File: src/rtl/chint_pkg.sv
package chint_pkg;

    // Clear policy state: value equals control bit 0.
    typedef enum logic {
        CM_CLEAR_ON_READ   = 1'b0,
        CM_WRITE_ONE_CLEAR = 1'b1
    } clr_mode_e;

    // Interrupt routing state: value equals control bit 1.
    typedef enum logic {
        RT_SPLIT  = 1'b0,
        RT_MERGED = 1'b1
    } route_e;

    // Decoded host access kind for one cycle.
    typedef enum logic [1:0] {
        ACC_IDLE  = 2'd0,
        ACC_READ  = 2'd1,
        ACC_WRITE = 2'd2
    } access_e;

endpackage

File: src/rtl/chint_status_word.sv
module chint_status_word #(
    parameter int WORD_W = 32
) (
    input  logic              clk,
    input  logic              rst_n,
    input  logic [WORD_W-1:0] done_i,
    input  logic [WORD_W-1:0] err_i,
    input  logic              rd_clr_i,
    input  logic              wr_clr_i,
    input  logic [WORD_W-1:0] wr_mask_i,
    output logic [WORD_W-1:0] word_o,
    output logic              any_o
);

    logic [WORD_W-1:0] word_q;
    logic [WORD_W-1:0] evt;
    logic [WORD_W-1:0] clr_mask;
    logic [WORD_W-1:0] word_d;

    // One event bit per channel.
    genvar b;
    generate
        for (b = 0; b < WORD_W; b++) begin : g_evt
            assign evt[b] = done_i[b] | err_i[b];
        end
    endgenerate

    always_comb begin
        clr_mask = '0;
        if (rd_clr_i) begin
            // A read clears exactly the bits it returns: the current contents.
            clr_mask = clr_mask | word_q;
        end
        if (wr_clr_i) begin
            clr_mask = clr_mask | wr_mask_i;
        end
        // Set has priority over clear.
        word_d = (word_q & ~clr_mask) | evt;
    end

    always_ff @(posedge clk or negedge rst_n) begin
        if (!rst_n) begin
            word_q <= '0;
        end else begin
            word_q <= word_d;
        end
    end

    assign word_o = word_q;
    assign any_o  = |word_q;

    // An event in cycle t is visible in the word at t+1, whatever clear came with it.
    assert_set_wins_R6: assert property (@(posedge clk) disable iff (!rst_n)
        (|evt) |=> ((word_q & $past(evt)) == $past(evt)));

    // Without a clear request, no pending bit may drop.
    assert_no_spurious_clear_R5: assert property (@(posedge clk) disable iff (!rst_n)
        (!rd_clr_i && !wr_clr_i) |=> (($past(word_q) & ~word_q) == '0));

    // Without an event, no bit may rise.
    assert_no_spontaneous_set_R2: assert property (@(posedge clk) disable iff (!rst_n)
        (evt == '0) |=> ((word_q & ~$past(word_q)) == '0));

endmodule

File: src/rtl/chint_host_port.sv
module chint_host_port
    import chint_pkg::*;
#(
    parameter int WORD_W     = 32,
    parameter int NUM_GROUPS = 2,
    parameter int ADDR_W     = 2
) (
    input  logic                             clk,
    input  logic                             rst_n,
    input  logic                             sel_i,
    input  logic                             wr_i,
    input  logic [ADDR_W-1:0]                addr_i,
    input  logic [WORD_W-1:0]                wdata_i,
    input  logic [NUM_GROUPS-1:0][WORD_W-1:0] words_i,
    output logic [WORD_W-1:0]                rdata_o,
    output logic [NUM_GROUPS-1:0]            rd_clr_o,
    output logic [NUM_GROUPS-1:0]            wr_clr_o,
    output clr_mode_e                        mode_o,
    output route_e                           route_o
);

    localparam logic [ADDR_W-1:0] CTL_ADDR = ADDR_W'(NUM_GROUPS);

    access_e   acc;
    clr_mode_e mode_q, mode_d;
    route_e    route_q, route_d;
    logic      ctl_wr;
    logic [WORD_W-1:0] rd_mux;
    logic [WORD_W-1:0] rdata_q;
    logic [NUM_GROUPS-1:0] addr_hit;

    always_comb begin
        if (!sel_i) begin
            acc = ACC_IDLE;
        end else if (wr_i) begin
            acc = ACC_WRITE;
        end else begin
            acc = ACC_READ;
        end
    end

    genvar g;
    generate
        for (g = 0; g < NUM_GROUPS; g++) begin : g_hit
            assign addr_hit[g] = (addr_i == ADDR_W'(g));
        end
    endgenerate

    assign ctl_wr = (acc == ACC_WRITE) && (addr_i == CTL_ADDR);

    // Next-state logic for both control machines.
    always_comb begin
        mode_d  = mode_q;
        route_d = route_q;
        if (ctl_wr) begin
            unique case (mode_q)
                CM_CLEAR_ON_READ:   mode_d = wdata_i[0] ? CM_WRITE_ONE_CLEAR : CM_CLEAR_ON_READ;
                CM_WRITE_ONE_CLEAR: mode_d = wdata_i[0] ? CM_WRITE_ONE_CLEAR : CM_CLEAR_ON_READ;
                default:            mode_d = CM_CLEAR_ON_READ;
            endcase
            unique case (route_q)
                RT_SPLIT:  route_d = wdata_i[1] ? RT_MERGED : RT_SPLIT;
                RT_MERGED: route_d = wdata_i[1] ? RT_MERGED : RT_SPLIT;
                default:   route_d = RT_SPLIT;
            endcase
        end
    end

    // State registers.
    always_ff @(posedge clk or negedge rst_n) begin
        if (!rst_n) begin
            mode_q  <= CM_CLEAR_ON_READ;
            route_q <= RT_SPLIT;
        end else begin
            mode_q  <= mode_d;
            route_q <= route_d;
        end
    end

    // Outputs: clear strobes and read selection.
    always_comb begin
        rd_clr_o = '0;
        wr_clr_o = '0;
        rd_mux   = '0;
        unique case (acc)
            ACC_IDLE: begin
            end
            ACC_READ: begin
                for (int k = 0; k < NUM_GROUPS; k++) begin
                    if (addr_hit[k]) begin
                        rd_mux = words_i[k];
                        rd_clr_o[k] = (mode_q == CM_CLEAR_ON_READ);
                    end
                end
                if (addr_i == CTL_ADDR) begin
                    rd_mux = {{(WORD_W-2){1'b0}}, route_q == RT_MERGED, mode_q == CM_WRITE_ONE_CLEAR};
                end
            end
            ACC_WRITE: begin
                for (int k = 0; k < NUM_GROUPS; k++) begin
                    wr_clr_o[k] = addr_hit[k] && (mode_q == CM_WRITE_ONE_CLEAR);
                end
            end
            default: begin
            end
        endcase
    end

    always_ff @(posedge clk or negedge rst_n) begin
        if (!rst_n) begin
            rdata_q <= '0;
        end else if (acc == ACC_READ) begin
            rdata_q <= rd_mux;
        end
    end

    assign rdata_o = rdata_q;
    assign mode_o  = mode_q;
    assign route_o = route_q;

    // Control state moves only on a control write.
    assert_ctl_hold_R9: assert property (@(posedge clk) disable iff (!rst_n)
        !ctl_wr |=> ($stable(mode_q) && $stable(route_q)));

    // Read data changes only after a read access.
    assert_rdata_hold_R5: assert property (@(posedge clk) disable iff (!rst_n)
        (acc != ACC_READ) |=> $stable(rdata_q));

endmodule

File: src/rtl/chint_irq_combiner.sv
module chint_irq_combiner
    import chint_pkg::*;
#(
    parameter int NUM_GROUPS = 2
) (
    input  logic [NUM_GROUPS-1:0] pend_i,
    input  route_e                route_i,
    output logic [NUM_GROUPS-1:0] irq_o
);

    genvar g;
    generate
        for (g = 0; g < NUM_GROUPS; g++) begin : g_line
            if (g == 0) begin : g_primary
                assign irq_o[g] = (route_i == RT_MERGED) ? (|pend_i) : pend_i[g];
            end else begin : g_secondary
                assign irq_o[g] = (route_i == RT_SPLIT) & pend_i[g];
            end
        end
    endgenerate

endmodule

File: src/rtl/chint_aggregator.sv
module chint_aggregator
    import chint_pkg::*;
#(
    parameter int NUM_CH = 64,
    parameter int WORD_W = 32,
    parameter int ADDR_W = 2
) (
    input  logic              clk,
    input  logic              rst_n,
    input  logic [NUM_CH-1:0] chan_done,
    input  logic [NUM_CH-1:0] chan_err,
    input  logic              host_sel,
    input  logic              host_wr,
    input  logic [ADDR_W-1:0] host_addr,
    input  logic [WORD_W-1:0] host_wdata,
    output logic [WORD_W-1:0] host_rdata,
    output logic [NUM_CH/WORD_W-1:0] irq_out
);

    localparam int NUM_GROUPS = NUM_CH / WORD_W;

    logic [NUM_GROUPS-1:0][WORD_W-1:0] words;
    logic [NUM_GROUPS-1:0]             pend;
    logic [NUM_GROUPS-1:0]             rd_clr;
    logic [NUM_GROUPS-1:0]             wr_clr;
    clr_mode_e                         mode;
    route_e                            route;

    genvar g;
    generate
        for (g = 0; g < NUM_GROUPS; g++) begin : g_word
            chint_status_word #(
                .WORD_W (WORD_W)
            ) u_word (
                .clk       (clk),
                .rst_n     (rst_n),
                .done_i    (chan_done[g*WORD_W +: WORD_W]),
                .err_i     (chan_err[g*WORD_W +: WORD_W]),
                .rd_clr_i  (rd_clr[g]),
                .wr_clr_i  (wr_clr[g]),
                .wr_mask_i (host_wdata),
                .word_o    (words[g]),
                .any_o     (pend[g])
            );
        end
    endgenerate

    chint_host_port #(
        .WORD_W     (WORD_W),
        .NUM_GROUPS (NUM_GROUPS),
        .ADDR_W     (ADDR_W)
    ) u_host (
        .clk      (clk),
        .rst_n    (rst_n),
        .sel_i    (host_sel),
        .wr_i     (host_wr),
        .addr_i   (host_addr),
        .wdata_i  (host_wdata),
        .words_i  (words),
        .rdata_o  (host_rdata),
        .rd_clr_o (rd_clr),
        .wr_clr_o (wr_clr),
        .mode_o   (mode),
        .route_o  (route)
    );

    chint_irq_combiner #(
        .NUM_GROUPS (NUM_GROUPS)
    ) u_irq (
        .pend_i  (pend),
        .route_i (route),
        .irq_o   (irq_out)
    );

    // Merged routing keeps all lines above 0 low.
    assert_merged_quiet_R4: assert property (@(posedge clk) disable iff (!rst_n)
        (route == RT_MERGED) |-> ((irq_out >> 1) == '0));

    // Write-one-to-clear mode never issues a read clear.
    assert_w1c_read_keeps_R7: assert property (@(posedge clk) disable iff (!rst_n)
        (mode == CM_WRITE_ONE_CLEAR) |-> (rd_clr == '0));

    // Clear-on-read mode never issues a write clear.
    assert_cor_write_ignored_R8: assert property (@(posedge clk) disable iff (!rst_n)
        (mode == CM_CLEAR_ON_READ) |-> (wr_clr == '0));

    // A merged line 0 is high whenever any group is pending.
    assert_merged_line0_R4: assert property (@(posedge clk) disable iff (!rst_n)
        ((route == RT_MERGED) && (pend != '0)) |-> irq_out[0]);

endmodule

File: config.mk
export PLATFORM = sky130hd
export DESIGN_NAME = chint_aggregator
export DESIGN_NICKNAME = d
export VERILOG_FILES = /design/src/rtl/chint_pkg.sv /design/src/rtl/chint_status_word.sv /design/src/rtl/chint_host_port.sv /design/src/rtl/chint_irq_combiner.sv /design/src/rtl/chint_aggregator.sv
export SDC_FILE = /design/constraint.sdc
export NUM_CORES = 1
export LEC_CHECK = 0
export BUFFER_PORTS_ARGS = -buffer_cell sky130_fd_sc_hd__buf_2
export CAP_MARGIN = 10
export CORE_MARGIN = 4
export CORE_UTILIZATION = 50
export CTS_CLUSTER_SIZE = 40
export DETAILED_ROUTE_END_ITERATION = 8
export GPL_TIMING_DRIVEN = 0
export HOLD_SLACK_MARGIN = 0.15
export PLACE_DENSITY = 0.93
export SLEW_MARGIN = 20
export SYNTH_ARGS = -nofsm -noshare
export SYNTH_HDL_FRONTEND = slang
export SYNTH_SLANG_ARGS = --single-unit
File: constraint.sdc
create_clock -name clk -period 3.12 [get_ports clk]
set_input_delay 0 -clock clk [delete_from_list [all_inputs] [get_ports clk]]
set_output_delay 0 -clock clk [all_outputs]
set_load 0.05 [all_outputs]
==> qor.log, run 1 <==
INFO  job            maxCapViolCount=0
INFO  grt            grt_pass1_vias=5733
INFO  status         result_of_the_run=finished clean
INFO  timing         clock_skew=0.0150ns
INFO  cells_and_area fin_nets=902
INFO  setup_path     crit_path_frequent_cell=sky130_fd_sc_hd__dlygate4sd3_1
INFO  timing         timing.final.crit_period=2.87ns
INFO  setup_path     critical_path.cell_chain=dlygate4sd3_1 -> buf_2 -> nand2b_1 -> dlygate4sd3_1 -> buf_6 -> or3_1 -> clkbuf_1 -> buf_2 -> a311o_1 -> dlygate4sd3_1
INFO  grt            grt-ovfl-total=0
INFO  placed_design  place.gp.congestion=0.895
INFO  power_and_ir_drop ir_drop=0.264mV
INFO  floorplan      io-pin-count=200
INFO  yosys          synth.ff_latch_count=98
INFO  setup_path     crit_path_max_fanout=10
INFO  grt            grt_max_degree=56
INFO  grt            grt_first_pass_wirelength=30000µm
INFO  routing        drt_pass1_iterations=6
INFO  setup_path     crit_path_end_kind=flop
INFO  cts            cts_num_sinks=98
INFO  power_and_ir_drop power.share.sequential=48.8%
INFO  routing        highest_layer=met4
INFO  routing        drc=0
INFO  cells_and_area post_layout_nonfiller_instances=847
INFO  yosys          post_synth_inst_count=388
INFO  timing         maxClockFrequency=0.348GHz
INFO  yosys          total_of_warnings_raised_by_yosys=0
INFO  timing         worst_pin_slew=0.804ns
INFO  floorplan      dieHeight=101µm
INFO  power_and_ir_drop internal_power=0.00191W
INFO  cts            cts_buffer_count=9
INFO  power_and_ir_drop netSwitchingPower=0.000965W
INFO  floorplan      die_width=101µm
INFO  cts            worst_setup_hold_path_clk_slew=0.10ns
INFO  grt            initial_antenna_violation_count=0
INFO  routing        antenna_left=0
INFO  timing         finalSetupViolCount=0
INFO  placed_design  hpwl=10900µm
INFO  setup_path     worst_stage_delay_on_the_critical_path=0.59ns
INFO  power_and_ir_drop static-leakage-power=2.79nW
INFO  routing        drt-wirelength-per-cell=22.9µm
INFO  floorplan      placementRows=33
INFO  routing        wl_met1=6470µm
INFO  grt            globalRouteTotalUtil=38.8%
INFO  timing         hold_viol=0
INFO  floorplan      initial_core_util=52.1%
INFO  cts            tritoncts_clock_tree=done
INFO  routing        met2WireLength=9870µm
INFO  cts            clkLatencyLatePin=0.37ns
INFO  timing         grt_setup_unrepaired=false
INFO  yosys          netlist_area=0.00432mm²
INFO  routing        vias_per_cell=6.15
INFO  cells_and_area num-fill-cells=441
INFO  floorplan      design.core.area=0.00830mm²
INFO  cts            htree_num_levels=3
INFO  power_and_ir_drop power.share.switching=33.5%
INFO  yosys          synth_seq_area_share=56.7%
INFO  cts            clock_tree.root_cell=sky130_fd_sc_hd__clkbuf_8
INFO  timing         fin_setup_tns=0ns
INFO  power_and_ir_drop pwr-share-comb=24.0%
INFO  setup_path     worst_ep_arrival_time=3.11ns
INFO  power_and_ir_drop clock_power_share=27.2%
INFO  timing         final_min_period_over_clock_period=92.0%
INFO  yosys          synth_fp_nets=554
INFO  worst_hold_path timing.hold.worst.class=in2async
INFO  setup_path     worst_path_required=3.36ns
INFO  placed_design  number_of_buffers_added_on_ports=198
INFO  routing        totalWireLength=19400µm
INFO  setup_path     cell_with_the_biggest_individual_delay_on_the_critical_path=sky130_fd_sc_hd__dlygate4sd3_1
INFO  power_and_ir_drop power_density_over_the_cells=407mW/mm²
INFO  routing        detailroute.via_count=5213
INFO  yosys          syn-mean-instance-area=11.1µm²
INFO  routing        wl_met3=1660µm
INFO  floorplan      die_area=0.0102mm²
INFO  setup_path     critical_path_class=in2reg
INFO  placed_design  dp_cells=692
INFO  cts            cts_buffer_depth=2
INFO  cells_and_area synthToLayoutAreaGrowth=63.3%
INFO  routing        drt_first_iter_violations=353
INFO  yosys          synthDistinctLibCells=21
INFO  cells_and_area drive_gt1_share=31.2%
INFO  timing         slew_violations=0
INFO  timing         relSlewSlack=46.4%
INFO  setup_path     setup.worst_path.start_class=input pin
[cell type report]
class                           instances  area (µm²)  area share, %
Clock buffer                            9         124           1.75
Antenna cell                            1        2.50         0.0354
Buffer                                 25         138           1.95
Sequential cell                        98        2450           34.7
Multi-Input combinational cell        265        1730           24.5
Tap cell                              105         131           1.86
Clock inverter                          7        63.8          0.904
Timing Repair Buffer                  337        2420           34.2
[synth_stat cells, drive strengths merged]
cell type  number  area, µm²
nand3           2       10.0
or2             1       6.26
nand2b          2       12.5
nor3            1       10.0
nand4           4       25.0
dfrtp          98       2450
a21oi           2       10.0
clkbuf         12       45.0
nor2b           1       6.26
nor4           16        100
nand2          97        364
mux2            2       22.5
mux2i          32        320
o21ai          33        165
or4             1       11.3
buf            13       92.6
or3             1       6.26
a311o          64        641
nor2            6       22.5
[registers in the layout, summed over array words and instances, names as in the netlist]
name / count
g_word.u_word.word_o: 64
u_host.rdata_o: 32
u_host.mode_o: 1
u_host.route_o: 1
[power groups by stage]
stage          logic (W)  registers [W]  clock network, W
6_report        0.000690        0.00140          0.000784
5_1_grt         0.000726        0.00141          0.000834
4_1_cts         0.000661        0.00139          0.000789
3_5_place_dp    0.000559        0.00142                 0
3_3_place_gp    0.000537        0.00141                 0
2_1_floorplan   0.000124        0.00160                 0
[critical path: cells and delay by family]
kind / cells / cell delay [ns]
and+or+nand+nor: 2 / 0.36
AOI/OAI and AO/OA: 1 / 0.34
buffers and inverters: 7 / 2.38
[layout by cell type (no fill, tap or decap), types with 2 or more instances in the layout]
cell,count
sky130_fd_sc_hd__clkbuf_1,12
sky130_fd_sc_hd__dlygate4sd3_1,137
sky130_fd_sc_hd__mux2_2,2
sky130_fd_sc_hd__a311o_1,64
sky130_fd_sc_hd__nor2_1,6
sky130_fd_sc_hd__buf_2,202
sky130_fd_sc_hd__dfrtp_1,98
sky130_fd_sc_hd__nand4_1,4
sky130_fd_sc_hd__nand3_1,2
sky130_fd_sc_hd__buf_6,6
sky130_fd_sc_hd__nor4_1,16
sky130_fd_sc_hd__nand2_1,97
sky130_fd_sc_hd__o21ai_0,33
sky130_fd_sc_hd__clkinvlp_4,2
sky130_fd_sc_hd__clkinv_4,3
sky130_fd_sc_hd__nand2b_1,2
sky130_fd_sc_hd__mux2i_1,32
sky130_fd_sc_hd__a21oi_1,2
sky130_fd_sc_hd__clkbuf_8,9
sky130_fd_sc_hd__inv_8,2
sky130_fd_sc_hd__buf_1,3
[metal layers]
metal | vias to the layer above | GRT usage, %
li1 | 2163 | -
met1 | 2476 | 42.0
met2 | 431 | 68.1
met3 | 143 | 8.65
met4 | 0 | 24.7
met5 | - | 0
[timing repair]
item,4_1_cts,5_1_grt
resized for setup,0,0
hold endpoints to repair,166,0
buffers inserted,0,0
setup endpoints to repair,0,0
hold buffers,138,0
[final timing paths]
check                                                from                                     to  slack (ns)  cells past startpoint
max in group asynchronous                           rst_n  g_word[0].u_word.word_o[15]$_DFF_PN0_        2.69                      3
min in group clk                             host_addr[0]          u_host.rdata_o[0]$_DFFE_PN0N_        0.24                      4
min reg2reg                u_host.rdata_o[25]$_DFFE_PN0N_         u_host.rdata_o[25]$_DFFE_PN0N_        0.50                      2
max reg2reg                     u_host.mode_o$_DFFE_PN0P_  g_word[0].u_word.word_o[13]$_DFF_PN0_        0.42                      6
min                                                 rst_n  g_word[1].u_word.word_o[29]$_DFF_PN0_        0.16                      3
max                                              host_sel  g_word[1].u_word.word_o[21]$_DFF_PN0_        0.25                     10
[cells by family after synthesis]
family	share of synthesized area (%)
simple gates	13.3
buf+inv	3.18
flops	56.7
mux	7.93
compound gates	18.9
[stage by stage]
stage	setup slack [ns]	instance area (µm²)	power [W]	utilization (%)	hold WS, ns
final	0.249	7060	0.00288	85.1	0.158
after floorplan	1.53	4320	0.00172	-	-0.296
after global placement	1.12	5450	0.00195	65.6	0.201
after detailed placement	1.10	5480	0.00198	66.0	-0.0529
after global routing	0.191	7060	0.00297	85.0	0.195
after CTS	0.390	7060	0.00284	85.0	0.160
Power figures use the tool's default switching activity.
==> run 2: changes to the inputs <==
--- a/config.mk
+++ b/config.mk
@@ -5,15 +5,16 @@
 export SDC_FILE = /design/constraint.sdc
 export NUM_CORES = 1
 export LEC_CHECK = 0
+export ABC_AREA = 1
 export BUFFER_PORTS_ARGS = -buffer_cell sky130_fd_sc_hd__buf_2
 export CAP_MARGIN = 10
 export CORE_MARGIN = 4
-export CORE_UTILIZATION = 50
+export CORE_UTILIZATION = 52
 export CTS_CLUSTER_SIZE = 40
 export DETAILED_ROUTE_END_ITERATION = 8
 export GPL_TIMING_DRIVEN = 0
 export HOLD_SLACK_MARGIN = 0.15
-export PLACE_DENSITY = 0.93
+export PLACE_DENSITY = 0.94
 export SLEW_MARGIN = 20
 export SYNTH_ARGS = -nofsm -noshare
 export SYNTH_HDL_FRONTEND = slang
==> constraint.sdc (replaced) <==
create_clock -name clk -period 3.5 [get_ports clk]
set_input_delay 0 -clock clk [delete_from_list [all_inputs] [get_ports clk]]
set_output_delay 0 -clock clk [all_outputs]
set_load 0.05 [all_outputs]
==> qor.log, run 2 <==
INFO  status         result_of_the_run=aborted with a tool error
INFO  status         haltStage=clock tree synthesis
INFO  status         stop_error=[ERROR RSZ-0060] Max buffer count reached.
INFO  cts            post_cts_resize_count=0 [unchanged]
INFO  yosys          synthDistinctLibCells=21 [unchanged]
INFO  yosys          synth.ff_latch_count=98 [unchanged]
INFO  yosys          synth.top_cells.by_area=sky130_fd_sc_hd__dfrtp_1 53%, sky130_fd_sc_hd__nand3_1 14%, sky130_fd_sc_hd__nand2_1 12%, sky130_fd_sc_hd__nor2_1 11%, sky130_fd_sc_hd__a31oi_1 3.8%
INFO  yosys          share_of_async_settable_or_async_resettable_flops_after_synthesis=100% [unchanged]
INFO  cts            cts_buffer_count=9 [unchanged]
INFO  floorplan      placementRows=34 [+3.0%]
INFO  placed_design  number_of_buffers_added_on_ports=198 [unchanged]
INFO  placed_design  hpwl=10700µm [-2.2%]
INFO  yosys          count_of_flip_flops_with_a_built_in_enable_after_synthesis=0 [unchanged]
INFO  yosys          synthMostInstantiatedCell=sky130_fd_sc_hd__nand2_1
INFO  cts            clock_tree.root_cell=sky130_fd_sc_hd__clkbuf_8
INFO  floorplan      dieHeight=103µm [+1.8%]
INFO  yosys          ys_dominant_reg_cell=sky130_fd_sc_hd__dfrtp_1
INFO  yosys          synth.cells.most_frequent=154 x sky130_fd_sc_hd__nand2_1, 137 x sky130_fd_sc_hd__nor2_1, 128 x sky130_fd_sc_hd__nand3_1
INFO  cts            number_of_hold_repair_buffers_added_at_the_cts_stage=185 [+34%]
INFO  yosys          total_of_warnings_raised_by_yosys=0 [unchanged]
INFO  placed_design  place.gp.congestion=0.852 [-4.8%]
INFO  cts            postCtsSetupRepairBufs=0 [unchanged]
INFO  cts            cts_buffer_depth=2 [unchanged]
INFO  floorplan      io-pin-count=200 [unchanged]
INFO  yosys          synth_fp_nets=766 [+38%]
INFO  yosys          synth_seq_area_share=52.5% [-4.2 points]
INFO  cts            htree_num_levels=3 [unchanged]
INFO  yosys          cell_taking_the_most_area_after_synthesis=sky130_fd_sc_hd__dfrtp_1
INFO  cts            cts_num_sinks=98 [unchanged]
INFO  floorplan      initial_core_util=53.6% [+1.5 points]
INFO  yosys          syn-mean-instance-area=7.78µm² [-30%]
INFO  yosys          netlist_area=0.00467mm² [+8.0%]
INFO  floorplan      die_width=103µm [+1.8%]
INFO  yosys          synth.top_cell.area_share=52.5% [-4.2 points]
INFO  yosys          post_synth_inst_count=600 [+55%]
run 2: cell types whose count changed after synthesis, sizes merged, moves of 8 or more:
cell,change
a31oi,+28
nand2,+59
nor4,-16
o21ai,-32
buf,+9
nor2,+131
inv,+8
a311o,-64
nand3,+126
mux2i,-32
run 2: kinds of logic after synthesis:
family          count (synthesis)  synth area share (%)
simple gates                  426                  38.6
flops                          98                  52.5
buf+inv                        41                  4.04
compound gates                 34                  4.61
mux                             1                 0.241
run 2: per-stage QoR:
stage | util, % | instances | hold WS (ns) | worst slack (ns) | cell area (µm²)
floorplan | - | 600 | -0.296 | 2.28 | 4670
detailed placement | 66.9 | 907 | -0.0570 | 2.05 | 5830
global placement | 66.5 | 906 | 0.185 | 1.46 | 5800
==> run 3: changes to the inputs <==
--- a/config.mk
+++ b/config.mk
@@ -9,12 +9,10 @@
 export BUFFER_PORTS_ARGS = -buffer_cell sky130_fd_sc_hd__buf_2
 export CAP_MARGIN = 10
 export CORE_MARGIN = 4
-export CORE_UTILIZATION = 52
-export CTS_CLUSTER_SIZE = 40
+export CORE_UTILIZATION = 40
 export DETAILED_ROUTE_END_ITERATION = 8
 export GPL_TIMING_DRIVEN = 0
-export HOLD_SLACK_MARGIN = 0.15
-export PLACE_DENSITY = 0.94
+export PLACE_DENSITY_LB_ADDON = 0.15
 export SLEW_MARGIN = 20
 export SYNTH_ARGS = -nofsm -noshare
 export SYNTH_HDL_FRONTEND = slang
==> qor.log, run 3 <==
INFO  status         result_of_the_run=aborted with a tool error
INFO  status         haltStage=clock tree synthesis
INFO  status         stop_error=[ERROR RSZ-0060] Max buffer count reached.
INFO  placed_design  pre_cts_slack=2.01ns [-0.0341 ns]
INFO  yosys          total_of_warnings_raised_by_yosys=0 [unchanged]
INFO  cts            clock_tree.root_cell=sky130_fd_sc_hd__clkbuf_16
INFO  yosys          ys_dominant_reg_cell=sky130_fd_sc_hd__dfrtp_1
INFO  cts            htree_num_levels=3 [unchanged]
INFO  floorplan      io-pin-count=200 [unchanged]
INFO  floorplan      placementRows=39 [+15%]
INFO  yosys          synth_fp_nets=766 [unchanged]
INFO  placed_design  number_of_buffers_added_on_ports=198 [unchanged]
INFO  cts            cts_buffer_depth=2 [unchanged]
INFO  yosys          synth_seq_area_share=52.5% [unchanged]
INFO  yosys          syn-mean-instance-area=7.78µm² [unchanged]
INFO  placed_design  dp_cells=942 [+3.9%]
INFO  floorplan      dieHeight=116µm [+13%]
INFO  yosys          synth.cells.most_frequent=154 x sky130_fd_sc_hd__nand2_1, 137 x sky130_fd_sc_hd__nor2_1, 128 x sky130_fd_sc_hd__nand3_1
INFO  yosys          synthMostInstantiatedCell=sky130_fd_sc_hd__nand2_1
INFO  cts            cts_buffer_count=9 [unchanged]
INFO  cts            postCtsSetupRepairBufs=0 [unchanged]
INFO  cts            number_of_hold_repair_buffers_added_at_the_cts_stage=193 [+4.3%]
INFO  yosys          cell_taking_the_most_area_after_synthesis=sky130_fd_sc_hd__dfrtp_1
INFO  yosys          count_of_flip_flops_with_a_built_in_enable_after_synthesis=0 [unchanged]
INFO  yosys          netlist_area=0.00467mm² [unchanged]
INFO  cts            post_cts_resize_count=0 [unchanged]
INFO  yosys          synth.ff_latch_count=98 [unchanged]
INFO  placed_design  place.gp.congestion=0.849 [-0.34%]
INFO  yosys          synth.top_cells.by_area=sky130_fd_sc_hd__dfrtp_1 53%, sky130_fd_sc_hd__nand3_1 14%, sky130_fd_sc_hd__nand2_1 12%, sky130_fd_sc_hd__nor2_1 11%, sky130_fd_sc_hd__a31oi_1 3.8%
INFO  placed_design  hpwl=11100µm [+3.8%]
INFO  yosys          post_synth_inst_count=600 [unchanged]
INFO  yosys          synth.top_cell.area_share=52.5% [unchanged]
INFO  cts            cts_num_sinks=98 [unchanged]
INFO  yosys          share_of_async_settable_or_async_resettable_flops_after_synthesis=100% [unchanged]
INFO  yosys          synthDistinctLibCells=21 [unchanged]
INFO  floorplan      initial_core_util=40.9% [-13 points]
INFO  floorplan      die_width=116µm [+13%]
run 3: cell counts after synthesis:
Identical to the previous run, type by type.
run 3: logic make-up after synthesis:
kind of cell	after synthesis	share of synthesized area, %
AO/OA/AOI/OAI	34	4.61
buffers and inverters	41	4.04
flip-flops	98	52.5
multiplexers	1	0.241
AND/OR/NAND/NOR	426	38.6
run 3: metrics by stage:
stage | cell area [µm²] | util [%]
after detailed placement | 5870 | 51.4
after global placement | 5840 | 51.2
after floorplan | 4670 | -
